**src/rtl/bl_prot_pkg.sv**
```systemverilog
package bl_prot_pkg;

    parameter int ADDR_W     = 32;
    parameter int GRAN_BITS  = 5;
    parameter int ATTR_W     = 8;
    parameter int ATTR_IDX_W = 3;
    parameter int N_ATTR     = 1 << ATTR_IDX_W;
    parameter int PAGE_W     = ADDR_W - GRAN_BITS;
    parameter logic [ATTR_W-1:0] DEFAULT_ATTR = '0;

    typedef enum logic [1:0] {
        CFG_BASE  = 2'd0,
        CFG_LIMIT = 2'd1,
        CFG_ATTR  = 2'd2,
        CFG_CTRL  = 2'd3
    } cfg_kind_e;

    typedef enum logic [1:0] {
        AP_PRIV_RW = 2'b00,
        AP_ANY_RW  = 2'b01,
        AP_PRIV_RO = 2'b10,
        AP_ANY_RO  = 2'b11
    } perm_e;

    typedef struct packed {
        logic [PAGE_W-1:0]     base;
        logic [PAGE_W-1:0]     limit;
        perm_e                 perm;
        logic                  xn;
        logic [ATTR_IDX_W-1:0] aidx;
        logic                  en;
    } region_t;

    typedef struct packed {
        logic              permit;
        logic              viol;
        logic [ATTR_W-1:0] attr;
    } verdict_t;

    function automatic logic in_system_space(input logic [ADDR_W-1:0] a);
        return a[ADDR_W-1 -: 3] == 3'b111;
    endfunction

    function automatic logic in_periph_window(input logic [ADDR_W-1:0] a);
        return a[ADDR_W-1 -: 12] == 12'hE00;
    endfunction

endpackage

```
**src/rtl/bl_prot_decide.sv**
```systemverilog
module bl_prot_decide
    import bl_prot_pkg::*;
#(
    parameter int N_REG = 16,
    localparam int IDX_W = $clog2(N_REG)
) (
    input  logic                          clk,
    input  logic                          rst,
    input  logic                          acc_valid,
    input  logic [ADDR_W-1:0]             acc_addr,
    input  logic                          acc_write,
    input  logic                          acc_fetch,
    input  logic                          acc_priv,
    input  logic                          acc_debug,
    input  logic                          acc_vector,
    input  logic                          prot_en,
    input  region_t [N_REG-1:0]           regions,
    input  logic [N_ATTR-1:0][ATTR_W-1:0] attrs,
    input  logic                          any_hit,
    input  logic                          multi_hit,
    input  logic [IDX_W-1:0]              sel,
    output verdict_t                      verdict
);

    region_t r;
    logic priv_ok, write_ok, exec_ok;

    assign r        = regions[sel];
    assign priv_ok  = acc_priv || r.perm[0];
    assign write_ok = !acc_write || !r.perm[1];
    assign exec_ok  = !acc_fetch || !r.xn;

    always_comb begin
        verdict = '{permit: 1'b0, viol: 1'b0, attr: DEFAULT_ATTR};
        if (!acc_valid) begin
            verdict.permit = 1'b0;
        end else if (acc_debug || acc_vector) begin
            verdict.permit = 1'b1;
        end else if (acc_fetch && in_system_space(acc_addr)) begin
            verdict.viol = 1'b1;
        end else if (in_periph_window(acc_addr) || !prot_en) begin
            verdict.permit = 1'b1;
        end else if (!any_hit || multi_hit) begin
            verdict.viol = 1'b1;
        end else if (priv_ok && write_ok && exec_ok) begin
            verdict.permit = 1'b1;
            verdict.attr   = attrs[r.aidx];
        end else begin
            verdict.viol = 1'b1;
        end
    end

    p_sys_fetch_xn_r8: assert property (@(posedge clk) disable iff (rst)
        (acc_valid && acc_fetch && acc_addr[31:29] == 3'b111 &&
         !acc_debug && !acc_vector) |-> !verdict.permit)
        else $error("fetch from system space permitted");

    p_overlap_r6: assert property (@(posedge clk) disable iff (rst)
        (acc_valid && prot_en && multi_hit && !acc_debug && !acc_vector &&
         !in_periph_window(acc_addr)) |-> !verdict.permit)
        else $error("overlapping hit permitted");

    p_bypass_r7: assert property (@(posedge clk) disable iff (rst)
        (acc_valid && (acc_debug || acc_vector)) |-> verdict.permit)
        else $error("bypass access not permitted");

    p_exclusive_r9: assert property (@(posedge clk) disable iff (rst)
        !(verdict.permit && verdict.viol))
        else $error("permit and violation together");

endmodule

```
**config.mk**
```make
export PLATFORM = sky130hd
export DESIGN_NAME = bl_prot_decide
export DESIGN_NICKNAME = d
export VERILOG_FILES = /design/src/rtl/bl_prot_pkg.sv /design/src/rtl/bl_prot_decide.sv
export SDC_FILE = /design/constraint.sdc
export NUM_CORES = 1
export LEC_CHECK = 0
export ABC_AREA = 1
export CORE_AREA = 2 2 426 428
export DETAILED_ROUTE_END_ITERATION = 12
export DIE_AREA = 0 0 428 430
export GPL_TIMING_DRIVEN = 1
export PLACE_DENSITY = 0.3
export SLEW_MARGIN = 20
export SYNTH_ARGS = -nofsm -noshare
export SYNTH_HDL_FRONTEND = slang
export SYNTH_SLANG_ARGS = --single-unit
```
**constraint.sdc**
```tcl
create_clock -name vclk -period 2.09
set_input_delay 0.209 -clock vclk [all_inputs]
set_output_delay 0.209 -clock vclk [all_outputs]
set_load 0.1 [all_outputs]
```
* Yosys cells after proc, flatten, opt, wreduce, memory -nomap -nowiden
Index checks and enable logic that the tools add are counted.
** Storage, ports and cells
- Output and inout port bits :: 10
- Word-level logic and storage cells :: 38
- Bits of input ports :: 1087
- Register bits :: 0
** Cells by class
- $lt $le $gt $ge :: 2
- Multiplexer cells :: 19
- Reduce and logical (&&, ||, !) cells :: 15
- Equality and inequality tests :: 2
** Operators with widths (count)
- $bmux W61 S4 :: 1
- $mux W8 :: 4
- $mux W9 :: 3
- $bmux W8 S3 :: 1
- $eq A12 B12 Y1 const B :: 1
- $mux W1 :: 9
- $mux W7 :: 1
- $logic_not A1 Y1 :: 6
- $logic_or A1 B1 Y1 :: 6
- $lt A4 B5 Y1 const B :: 1
- $lt A3 B4 Y1 const B :: 1
- $eq A3 B3 Y1 const B :: 1
- $logic_and A1 B1 Y1 :: 3

* Logic depth before layout (Yosys ltp)
- Depth in word-level cells :: 12
- Mapped depth :: 14
- Gate-level depth less buffers :: 12

* Least setup slack after synthesis
Ideal clock, no wire load.
- Path type :: input-to-output
- From :: input port sel[1]
- To :: output port verdict[9] (netlist bit)
- Buffers on the path :: 2
- Required time :: 1.881 ns
- Slack :: -0.900 ns
- Arrival time :: 2.781 ns
- Stages on the path :: 11
- Cell sequence :: buf_4 inv_1 buf_2 nand3_1 nand3_1 nand3_1 nand3_1 nand2_1 o21ai_0 nand2_1 a21oi_1
** RTL lines
- start: declaration :: RTL line bl_prot_decide.sv:21 : input logic [IDX_W-1:0] sel,
- end: declaration :: RTL line bl_prot_decide.sv:22 : output verdict_t verdict

==> metrics.txt <==
sequential cell count=0; worst-margin pin slew=305 ps; CP most frequent cell=nand3_2; placed insts=3031; DR pass1 iterations=4; Mapped Area=0.00201 mm2; cells after synthesis=442; DRC viols=0; wire per inst=10.4 um; vias per std cell=1.29; RSZ-0062 raised after global routing=yes; CP Data Arrival Time=2030 ps; final hold vios=0; Period minus WS final=2240 ps; CP cell instances=clkdlybuf4s50_1, nor2_1, nor2_1, o21ai_1, nand3_2, nand3_4, nand2_8, buf_16, nand2_1, nand3_2, nand3_2, nand2_4, nor2_4, buf_12; fin. max-slew vios=0; core box area=0.180 mm2; Ys Warns=0; period utilization=107%; pin count of the biggest net entering global routing=22; leak pwr=2.59 nW; CP Class=in -> out; multi-input gate area in the final layout=0.00214 mm2; Worst Path Required=1880 ps; routability cong.=0.755; Place WS=-630 ps; Layout Cells excl Fill=3060; DP HPWL=27900 um; slew margin rel.=79.5%; Global Route Usage Sum=3.34%; post-synth top area share=28.2%; Final setup viols=8; initial antenna violation count=67; Final Util=4.60%; sequential area share after synthesis=0%; Yosys top cell by area=nand2_1; Area contributors post-synth=nand2_1, nand3_1, inv_1, nand3b_1, nor2_1; Overflow after GRT=0; Achievable Freq=446 MHz; status=finished with violations; failing checks=setup timing; DIE HEIGHT=430 um; Area growth syn-to-layout=312%; # fillers=21300; die width=428 um; first-pass GRT wire length=40500 um; crit path capture type=primary output; syn nets=1529; Final WS setup=-152 ps; max cap viols=0; Row Count=156; num ports=1097; Worst setup SP type=input port; post-route ant nets=0; Yosys cell types=21; Reg area=0 um2; Hold/Removal Path Class=in -> out; critical path's slowest cell=clkdlybuf4s50_1; top-count cell post-synth=nand2_1; Nets=1764; Commonest cells post-synth=nand2_1, nand3_1, inv_1, nor2_1, nand3b_1; Port Buffer Count=195; routed wire length=31800 um; mean post-synth cell area=4.54 um2; die area=0.184 mm2; Power Dens Cells=157 mW/mm2; max incr delay on CP=400 ps; initial cell density of the core=1.12%; clock buf count=0; DR vias=3957; 1st-iter DRT viols=133; vias in the first global route=4134; crit-path max FO=9; worst vdd ir=0.0719 mV; share of cells above drive strength 1=27.0%
-- layout make-up --
cell class	instances	share of cell area, %
multi-input cells	352	25.9
well taps	2370	35.9
repair buffers	259	34.5
inverters	64	3.32
diodes	15	0.454
-- what timing repair did --
| item | in CTS | in global routing |
|---|---|---|
| buffers inserted | 6 | 3 |
| resized for setup | 160 | 36 |
| hold buffers | 0 | 0 |
| gates cloned | 7 | 0 |
| pin swaps | 45 | 32 |
| setup endpoints to repair | 10 | 10 |
-- placed cells by master (no fill, tap or decap), types with 10 or more instances in the layout --
master             n
clkdlybuf4s50_1  147
diode_2           15
nand2_2           16
nor2_1            32
inv_1             57
buf_4             33
o21ai_1           15
buf_6             12
nand3_1           51
dlygate4sd2_1     31
buf_12            23
nand3_2           43
nand3b_1          25
nand2_4           10
nand2_1          126
-- final timing paths --
path	start	endpoint	slack, ps	cells past startpoint
hold / removal	acc_valid	verdict[9]	1210	4
setup / recovery	regions[123]	verdict[5]	-150	14
-- metal layers --
| metal | track usage [%] | vias to the layer above | wire length, um |
|---|---|---|---|
| li1 | - | 1884 | - |
| met1 | 3.01 | 1807 | 9910 |
| met2 | 6.96 | 166 | 18700 |
| met3 | 1.24 | 76 | 2440 |
| met4 | 0.622 | 24 | 609 |
| met5 | 0 | - | 138 |
-- logic make-up after synthesis --
family | Yosys count | share of synthesized area, %
and+or+nand+nor | 331 | 74.6
buffers and inverters | 90 | 20.1
AOI/OAI and AO/OA | 21 | 5.30
-- per-stage QoR --
step / area (um2) / hold slack [ps] / setup TNS, ps / total power, W
final: 8260 / 1210 / -1100 / 0.00130
after global routing: 8240 / 1260 / -2240 / 0.00142
after CTS: 8070 / 1220 / -1170 / 0.00129
after detailed placement: 7410 / 1210 / -5690 / 0.00109
after global placement: 7410 / 1220 / -5490 / 0.00110
after floorplan: 2100 / 610 / -154 / 0.000435
-- worst max-delay path: cells and delay by family --
| kind | cells | cell delay, ps |
|---|---|---|
| compound gates | 1 | 100 |
| simple gates | 10 | 970 |
| buf+inv | 3 | 740 |
-- where the power goes --
part / switching, W / internal [W]
Clock: 0 / 0.000000000982
Combinational: 0.000627 / 0.000671
Sequential: 0 / 0
Total: 0.000627 / 0.000671
Power figures use the tool's default switching activity.
